--- src/rtl/rx_status_pkg.sv ---
package rx_status_pkg;
  localparam int DATA_W = 8;

  // Bit positions inside the line status word
  localparam int LS_DR   = 0;
  localparam int LS_OVR  = 1;
  localparam int LS_PAR  = 2;
  localparam int LS_FRM  = 3;
  localparam int LS_BRK  = 4;
  localparam int LS_THE  = 5;
  localparam int LS_TEMT = 6;

  typedef struct packed {
    logic              brk;
    logic              frm;
    logic              par;
    logic [DATA_W-1:0] data;
  } rxEntry_t;

  // Strobes from control to datapath
  typedef struct packed {
    logic push;       // write at tail, advance tail
    logic pop;        // advance head
    logic overwrite;  // write at head without pointer change
  } dpStrobe_t;
endpackage

--- src/rtl/rx_status_dp.sv ---
module rx_status_dp
  import rx_status_pkg::*;
#(
  parameter int DEPTH = 16
) (
  input  logic      clk,
  input  logic      rstN,
  input  dpStrobe_t strobe,
  input  rxEntry_t  wrEntry,
  output rxEntry_t  headEntry,
  output rxEntry_t  nextEntry
);
  localparam int AW = (DEPTH > 1) ? $clog2(DEPTH) : 1;

  rxEntry_t       mem [DEPTH];
  logic [AW-1:0]  wrPtr;
  logic [AW-1:0]  rdPtr;
  logic [AW-1:0]  rdPtrNext;
  logic [AW-1:0]  wrPtrNext;

  function automatic logic [AW-1:0] bump(input logic [AW-1:0] p);
    return (p == AW'(DEPTH - 1)) ? '0 : p + 1'b1;
  endfunction

  assign rdPtrNext = bump(rdPtr);
  assign wrPtrNext = bump(wrPtr);

  always_ff @(posedge clk) begin
    if (!rstN) begin
      wrPtr <= '0;
      rdPtr <= '0;
    end else begin
      if (strobe.push) wrPtr <= wrPtrNext;
      if (strobe.pop)  rdPtr <= rdPtrNext;
    end
  end

  for (genvar g = 0; g < DEPTH; g++) begin : gSlot
    logic hitTail;
    logic hitHead;
    assign hitTail = strobe.push      && (wrPtr == AW'(g));
    assign hitHead = strobe.overwrite && (rdPtr == AW'(g));
    always_ff @(posedge clk) begin
      if (hitTail || hitHead) mem[g] <= wrEntry;
    end
  end

  assign headEntry = mem[rdPtr];
  assign nextEntry = mem[rdPtrNext];
endmodule

--- src/rtl/rx_status_ctl.sv ---
module rx_status_ctl
  import rx_status_pkg::*;
#(
  parameter int DEPTH = 16
) (
  input  logic       clk,
  input  logic       rstN,
  input  logic       fifoMode,
  input  logic       irqEn,
  input  logic       charValid,
  input  rxEntry_t   inEntry,
  input  logic       bufRead,
  input  logic       statusRead,
  input  logic       txHoldEmpty,
  input  logic       txShiftEmpty,
  input  rxEntry_t   nextEntry,
  output dpStrobe_t  strobe,
  output logic [7:0] lineStatus,
  output logic       lineIrq
);
  localparam int CW = $clog2(DEPTH + 1);

  logic [CW-1:0] count;
  logic          isEmpty;
  logic          isFull;
  logic          doPop;
  logic          doPush;
  logic          doOver;
  logic          ovrEvent;
  logic          headArrive;
  rxEntry_t      arriveEntry;

  logic ovrErr, parErr, frmErr, brkErr;
  logic txHoldQ, txShiftQ;

  assign isEmpty = (count == '0);
  assign isFull  = (count == CW'(DEPTH));
  assign doPop   = bufRead && !isEmpty;

  // Accept / overrun decision per mode
  always_comb begin
    if (fifoMode) begin
      ovrEvent = charValid && isFull;
      doPush   = charValid && !isFull;
      doOver   = 1'b0;
    end else begin
      ovrEvent = charValid && !isEmpty && !bufRead;
      doPush   = charValid && !ovrEvent;
      doOver   = ovrEvent;
    end
  end

  assign strobe.push      = doPush;
  assign strobe.pop       = doPop;
  assign strobe.overwrite = doOver;

  // Which character becomes the new head this cycle
  always_comb begin
    headArrive  = 1'b0;
    arriveEntry = inEntry;
    if (doPush && (isEmpty || (doPop && count == CW'(1)))) begin
      headArrive  = 1'b1;
      arriveEntry = inEntry;
    end else if (doPop && count > CW'(1)) begin
      headArrive  = 1'b1;
      arriveEntry = nextEntry;
    end else if (doOver) begin
      headArrive  = 1'b1;
      arriveEntry = inEntry;
    end
  end

  always_ff @(posedge clk) begin
    if (!rstN) begin
      count <= '0;
    end else if (!fifoMode) begin
      if (charValid)  count <= CW'(1);
      else if (doPop) count <= '0;
    end else begin
      count <= count + CW'(doPush) - CW'(doPop);
    end
  end

  // Sticky error bits: clear on status read, a same-cycle set wins
  always_ff @(posedge clk) begin
    if (!rstN) begin
      ovrErr   <= 1'b0;
      parErr   <= 1'b0;
      frmErr   <= 1'b0;
      brkErr   <= 1'b0;
      txHoldQ  <= 1'b1;
      txShiftQ <= 1'b1;
    end else begin
      ovrErr   <= (ovrErr & ~statusRead) | ovrEvent;
      parErr   <= (parErr & ~statusRead) | (headArrive & arriveEntry.par);
      frmErr   <= (frmErr & ~statusRead) | (headArrive & arriveEntry.frm);
      brkErr   <= (brkErr & ~statusRead) | (headArrive & arriveEntry.brk);
      txHoldQ  <= txHoldEmpty;
      txShiftQ <= txShiftEmpty;
    end
  end

  always_comb begin
    lineStatus          = '0;
    lineStatus[LS_DR]   = !isEmpty;
    lineStatus[LS_OVR]  = ovrErr;
    lineStatus[LS_PAR]  = parErr;
    lineStatus[LS_FRM]  = frmErr;
    lineStatus[LS_BRK]  = brkErr;
    lineStatus[LS_THE]  = txHoldQ;
    lineStatus[LS_TEMT] = txShiftQ;
  end

  assign lineIrq = irqEn && (ovrErr || parErr || frmErr || brkErr);
endmodule

--- src/rtl/rx_line_status.sv ---
module rx_line_status
  import rx_status_pkg::*;
#(
  parameter int DEPTH = 16
) (
  input  logic              clk,
  input  logic              rstN,
  input  logic              fifoMode,
  input  logic              irqEn,
  input  logic              charValid,
  input  logic [DATA_W-1:0] charData,
  input  logic              charParErr,
  input  logic              charFrmErr,
  input  logic              charBrk,
  input  logic              bufRead,
  input  logic              statusRead,
  input  logic              txHoldEmpty,
  input  logic              txShiftEmpty,
  output logic [DATA_W-1:0] rxData,
  output logic [7:0]        lineStatus,
  output logic              lineIrq
);
  rxEntry_t  inEntry;
  rxEntry_t  headEntry;
  rxEntry_t  nextEntry;
  dpStrobe_t strobe;

  assign inEntry = '{brk: charBrk, frm: charFrmErr, par: charParErr, data: charData};

  rx_status_ctl #(.DEPTH(DEPTH)) u_ctl (
    .clk         (clk),
    .rstN        (rstN),
    .fifoMode    (fifoMode),
    .irqEn       (irqEn),
    .charValid   (charValid),
    .inEntry     (inEntry),
    .bufRead     (bufRead),
    .statusRead  (statusRead),
    .txHoldEmpty (txHoldEmpty),
    .txShiftEmpty(txShiftEmpty),
    .nextEntry   (nextEntry),
    .strobe      (strobe),
    .lineStatus  (lineStatus),
    .lineIrq     (lineIrq)
  );

  rx_status_dp #(.DEPTH(DEPTH)) u_dp (
    .clk      (clk),
    .rstN     (rstN),
    .strobe   (strobe),
    .wrEntry  (inEntry),
    .headEntry(headEntry),
    .nextEntry(nextEntry)
  );

  assign rxData = headEntry.data;
endmodule

--- config.mk ---
export PLATFORM = sky130hd
export DESIGN_NAME = rx_line_status
export DESIGN_NICKNAME = d
export VERILOG_FILES = /design/src/rtl/rx_status_pkg.sv /design/src/rtl/rx_status_dp.sv /design/src/rtl/rx_status_ctl.sv /design/src/rtl/rx_line_status.sv
export SDC_FILE = /design/constraint.sdc
export NUM_CORES = 1
export LEC_CHECK = 0
export BUFFER_PORTS_ARGS = -buffer_cell sky130_fd_sc_hd__buf_2
export CAP_MARGIN = 20
export CORE_ASPECT_RATIO = 1.4
export CORE_UTILIZATION = 40
export DETAILED_ROUTE_END_ITERATION = 8
export GPL_ROUTABILITY_DRIVEN = 0
export GPL_TIMING_DRIVEN = 0
export REMOVE_ABC_BUFFERS = 1
export SETUP_SLACK_MARGIN = 0.15
export SLEW_MARGIN = 20
export SYNTH_ARGS = -nofsm -noshare
export SYNTH_HDL_FRONTEND = slang
export SYNTH_SLANG_ARGS = --single-unit
--- constraint.sdc ---
create_clock -name clk -period 2.95 [get_ports clk]
set_input_delay 0 -clock clk [delete_from_list [all_inputs] [get_ports clk]]
set_output_delay 0 -clock clk [all_outputs]
set_load 0.1 [all_outputs]
==> results of run 1 <==
Yosys cell counts (all sizes together), types with 6 or more instances:
library cell / number
a21oi: 28
a32o: 16
buf: 25
clkbuf: 7
dfxtp: 23
edfxtp: 176
ha: 17
inv: 18
mux2i: 10
mux4: 40
nand2: 18
nor2: 20
o21ai: 6
o2bb2ai: 6
per-stage QoR:
| stage | power (W) | instance area, um^2 | cells |
|---|---|---|---|
| after floorplan | 0.00566 | 8140 | 452 |
| after global placement | 0.00622 | 8640 | 743 |
| after detailed placement | 0.00627 | 8670 | 744 |
| after CTS | 0.00869 | 9520 | 799 |
| after global routing | 0.00910 | 9590 | 803 |
| final | 0.00871 | 9590 | 803 |
cell usage in the layout (no fill, tap or decap), types with 4 or more instances in the layout:
master	count
dlygate4sd3_1	19
nand2_1	18
xor2_1	4
ha_1	13
edfxtp_1	176
a32o_1	14
inv_8	5
a211oi_1	4
a221oi_1	5
nor2b_1	4
o21ai_0	5
buf_2	35
buf_4	7
nand2b_1	4
a21oi_1	27
dfxtp_1	19
nand3_1	5
inv_1	15
clkbuf_16	17
o2bb2ai_1	6
a22oi_1	4
nor2_1	20
mux2i_1	10
mux2_2	4
mux4_2	40
power by group:
| part | internal [W] | leakage, nW | switching, W |
|---|---|---|---|
| logic | 0.00102 | 1.04 | 0.00183 |
| clock network | 0.00122 | 0.298 | 0.00111 |
| registers | 0.00326 | 1.78 | 0.000283 |
| total | 0.00549 | 3.11 | 0.00322 |
cell type report:
class                           count  area share
Multi-Input combinational cell    236       0.251
Clock inverter                     15      0.0184
Clock buffer                       17      0.0444
Inverter                           18     0.00705
Tap cell                          256      0.0334
Sequential cell                   199       0.600
Timing Repair Buffer               62      0.0457
layer usage:
layer / vias up / track usage
met5: - / 0
met4: 0 / 0.0562
met3: 24 / 0.0330
met2: 135 / 0.296
met1: 2293 / 0.214
li1: 2028 / -
registers in the layout (all words and copies together), names as in the netlist, named ones only:
signal and flops:
u_ctl.frmErr 1, u_dp.wrPtr 4, u_ctl.count 5, u_ctl.brkErr 1, u_ctl.parErr 1, u_ctl.txHoldQ 1, u_dp.mem 176, u_ctl.txShiftQ 1
u_dp.rdPtr 4, u_ctl.ovrErr 1
worst paths after layout:
kind / to / start / slack [ns] / cells after the start
max reg2reg: u_ctl.count[4]$_SDFFE_PN0P_ / u_ctl.count[2]$_SDFFE_PN0P_ / 0.23 / 14
max: u_ctl.count[4]$_SDFFE_PN0P_ / u_ctl.count[2]$_SDFFE_PN0P_ / 0.23 / 14
min: u_dp.wrPtr[2]$_SDFFE_PN0P_ / charValid / 0.05 / 4
min reg2reg: u_ctl.ovrErr$_SDFF_PN0_ / u_ctl.ovrErr$_SDFF_PN0_ / 0.53 / 2
kinds of logic after synthesis:
logic type | count (synthesis) | synth area share
other cells | 1 | 0.000451
buf+inv | 50 | 0.0287
xor+xnor | 7 | 0.00737
flops | 199 | 0.691
simple gates | 72 | 0.0442
fa+ha+maj | 18 | 0.0280
compound gates | 83 | 0.0743
mux | 54 | 0.126
worst min-delay path: cells and delay by family:
family	cells	cell delay [ns]
buf+inv	1	0.18
simple gates	2	0.20
xor+xnor	1	0.07
what timing repair did:
item | 4_1_cts | 5_1_grt
buffers inserted | 4 | 3
endpoints found under the setup margin | 183 | 83
pin swaps | 2 | 7
cloned | 0 | 1
hold buffers | 19 | 0
endpoints found under the hold margin | 187 | 0
resized for setup | 10 | 10
==> impl_metrics.yaml, run 1 <==
layout:
  nets: 572
  area_growth_pct: 15.3
  multiInputGateArea_um2: 2410
  fill_cells: 1757
  diodes: 0
  utilization: 0.468
  register_area_um2: 5760
  drive_gt1_frac: 0.265
sta:
  skew_ns: 0.0149
  setup_tns_ns: 0
  rsz0062_at_grt: "true"
  worst_pin_slew_ns: 0.947
  post-route-period-util: 0.922
  period_minus_slack_ns: 2.72
  hold_violations: 0
  slew_headroom: 0.369
  hold_ws_ns: 0.0522
  setup_viol: 0
  drv_slew: 0
  fmax_ghz: 0.368
  worst_slack_ns: 0.229
setup_path:
  start_kind: "register"
  path_max_fanout: 4
  cp-end-kind: "register"
  crit_buf_inv: 3
  required_ns: 3.27
  slowest_stage: "or4b_4"
  cpPeakStageDelay_ns: 0.48
  cpMostUsedCell: "ha_4"
  cp_top_family: "adder cells"
  worst-endpoint-arrival_ns: 3.04
  worstPathCellList: "inv_2 > ha_4 > or4b_4 > and2_4 > ha_4 > inv_2 > ha_4 > inv_1 > fa_2 > o21bai_1 > a21oi_2 > xor2_1 > a21oi_1 > nor2_1"
  critical_path_class: "register to register"
yosys:
  synthDistinctLibCells: 51
  synth-seq-area-share: 0.691
  synth.ff_latch_count: 199
  synth_top_cell_by_area: "edfxtp_1"
  synth_enable_flop_cells: 176
  ys_warn_count: 0
  avgSynthCellArea_um2: 17.2
  synthTopCellsByArea: "edfxtp_1 (64%), mux4_2 (11%), dfxtp_1 (5.5%), ha_1 (2.6%), a32o_1 (1.9%)"
  async_reset_ff_frac: 0
  synth_top_area_share: 0.636
  syn_inst: 484
  synth_ff_type: "edfxtp_1"
  syn_area_um2: 8310
die:
  die_h_um: 173
  fp.dieW_um: 124
  fp.dieArea_um2: 21400
  initial_core_util: 0.406
  row_count: 62
  io_pins: 37
  coreArea_um2: 20500
clocking:
  clkTransAtPathRegs_ns: 0.08
  cts-root-buf: "clkbuf_16"
  insertion_delay_ns: 0.44
  clkSinkCount: 199
  cts.path.max_buffers: 2
  htree_levels: 4
  cts_tree: "yes"
  cts_inserted_buffers: 17
placement:
  pre_cts_ws_ns: -0.384
  portBuffers: 35
  dp_hpwl_um: 10400
global_route:
  grt_max_degree: 33
  antenna_found_initial: 0
  track_usage: 0.172
  grt_overflow: 0
  grt_pass1_wl_um: 26200
  grt_pass1_vias: 4570
drt:
  drt-pass1-iter-count: 5
  wl_per_cell_um: 21.7
  initialDrtViolationCount: 348
  wl_met1_um: 7180
  vias: 4480
  met3_length_um: 661
  maxUsedRoutingLayer: "met4"
  dr_wl_met2_um: 9330
  avgViaCountPerCell: 5.58
  finalWirelength_um: 17400
  ant_nets: 0
  drc_errors: 0
power_and_ir_drop:
  irDropWorstVdd_mv: 0.833
  power_leakage_nw: 3.11
  power_density_nw_per_um2: 908
status:
  status: "completed"
hold_path:
  hp-class: "input pin to register"
flow_run:
  drv_cap: 0
(Power assumes the default switching activity.)
==> run 2: changes to the inputs <==
BUFFER_PORTS_ARGS = -buffer_cell sky130_fd_sc_hd__buf_4   (was -buffer_cell sky130_fd_sc_hd__buf_2)
CORE_UTILIZATION = 55   (was 40)
PLACE_DENSITY = 0.75   (was unset)
==> run 2 against run 1 <==
Die area fell by 27%. Largest cell class unchanged. Design area fell by 0.56%. Global-route usage rose by 5.8 points. Via count rose by 3.0%. Worst hold slack improved by 0.33 ns. Total power fell by 2.1%. Fmax fell by 0.80%. Non-clock buffer count rose by 1. Cell count fell by 8.3%.
==> impl_metrics.yaml, run 2 (synthesized netlist as in run 1, its figures left out) <==
global_route:
  track_usage: 0.230
  grt_max_degree: 33
  grt_pass1_vias: 4652
  antenna_found_initial: 0
  grt_overflow: 0
  grt_pass1_wl_um: 25600
power_and_ir_drop:
  power_density_nw_per_um2: 894
  fin_total_pwr_w: 0.00853
  irDropWorstVdd_mv: 0.992
  power_leakage_nw: 3.09
sta:
  post-route-period-util: 0.930
  fmax_ghz: 0.365
  slew_headroom: 0.409
  hold_violations: 0
  worst_pin_slew_ns: 0.886
  period_minus_slack_ns: 2.74
  skew_ns: 0.0103
  drv_slew: 0
  rsz0062_at_grt: "true"
  setup_tns_ns: 0
  setup_viol: 0
clocking:
  cts-root-buf: "clkbuf_16"
  insertion_delay_ns: 0.43
  cts_tree: "yes"
  cts_inserted_buffers: 17
  cts.path.max_buffers: 2
  htree_levels: 4
  clkSinkCount: 199
  clkTransAtPathRegs_ns: 0.07
drt:
  wl_per_cell_um: 22.9
  initialDrtViolationCount: 362
  avgViaCountPerCell: 6.27
  ant_nets: 0
  vias: 4615
  drt-pass1-iter-count: 5
  finalWirelength_um: 16900
  drc_errors: 0
hold_path:
  hp-class: "input pin to register"
  min_from: "rstN"
die:
  fp.dieW_um: 106
  row_count: 52
  initial_core_util: 0.568
  coreArea_um2: 14600
  io_pins: 37
  fp.dieArea_um2: 15600
  die_h_um: 147
placement:
  dpl_cell_area_um2: 8670
  dp_hpwl_um: 10100
  portBuffers: 35
  dp.cells: 677
layout:
  utilization: 0.651
  finalInstanceArea_um2: 9540
  most-common-layout-cells: "edfxtp_1 (176), buf_4 (41), mux4_2 (40), a21oi_1 (27), dlygate4sd3_1 (21)"
  nets: 573
  layout_commonest_cell: "edfxtp_1"
  fill_cells: 1006
  regMostFlops: "u_dp.mem"
  fin_cells: 736
  diodes: 0
  drive_gt1_frac: 0.260
  area_growth_pct: 14.7
  top_regs: "u_dp.mem x176, u_ctl.count x5"
  largest_register_ffs: 176
setup_path:
  critical_path_class: "register to register"
  required_ns: 3.26
  start_kind: "register"
  cp-end-kind: "register"
  path_max_fanout: 4
  cp-startpoint: "u_ctl.count[2]$_SDFFE_PN0P_"
  worst_r2r_startpoint: "u_ctl.count[2]$_SDFFE_PN0P_"
  worst-endpoint-arrival_ns: 3.05
status:
  status: "completed"
flow_run:
  drv_cap: 0
==> run 2: layout make-up <==
cell class              count  area (um^2)  area share
well taps                 189          236      0.0248
flip-flops and latches    199         5750       0.603
repair buffers             63          538      0.0564
multi-input cells         236         2410       0.252
inverters                  18         72.6     0.00761
clock inverters            13         98.8      0.0104
clock buffers              18          429      0.0450
==> run 2: metal layers <==
layer / GRT usage / share of wire / up-vias / wire length, um
met5: 0 / 0 / - / 0
met4: 0.120 / 0.034 / 0 / 579
met3: 0.0476 / 0.055 / 39 / 937
met2: 0.413 / 0.55 / 189 / 9220
met1: 0.256 / 0.36 / 2349 / 6150
li1: - / - / 2038 / -
==> run 2: per-stage QoR <==
step	hold slack, ns	setup slack [ns]
5_1_grt	0.367	0.0838
3_3_place_gp	0.190	-0.401
4_1_cts	0.349	0.0699
3_5_place_dp	0.191	-0.346
2_1_floorplan	0.0730	-0.632
6_report	0.382	0.207
==> run 2: what timing repair did <==
action                                  CTS  global route
buffers inserted                          2             4
endpoints found under the setup margin  163             4
hold buffers                             21             0
cloned                                    0             1
endpoints found under the hold margin   190             0
gates resized for setup                  10            13
pin swaps                                 2             9
==> run 2: where the power goes <==
group	switching, W	leakage [nW]	internal (W)
registers	0.000280	1.78	0.00326
logic	0.00182	1.06	0.00108
clock network	0.00100	0.249	0.00108
total	0.00311	3.09	0.00542
==> run 2: final timing paths <==
| check | to | slack, ns | depth (start not counted) |
|---|---|---|---|
| setup / recovery | u_ctl.count[4]$_SDFFE_PN0P_ | 0.21 | 14 |
| hold / removal | u_ctl.count[1]$_SDFFE_PN0P_ | 0.38 | 3 |
| setup reg to reg | u_ctl.count[4]$_SDFFE_PN0P_ | 0.21 | 14 |
| hold reg to reg | u_ctl.ovrErr$_SDFF_PN0_ | 0.53 | 2 |
==> run 2: critical path: stages (launching register included) <==
cell      delay, ns
dfxtp_2        0.34
inv_4          0.08
ha_4           0.13
or4b_4         0.49
and2_4         0.19
ha_4           0.21
inv_2          0.06
ha_4           0.13
inv_2          0.03
fa_2           0.34
o21bai_1       0.17
a21oi_2        0.09
xor2_1         0.16
a21oi_1        0.15
nor2_1         0.05
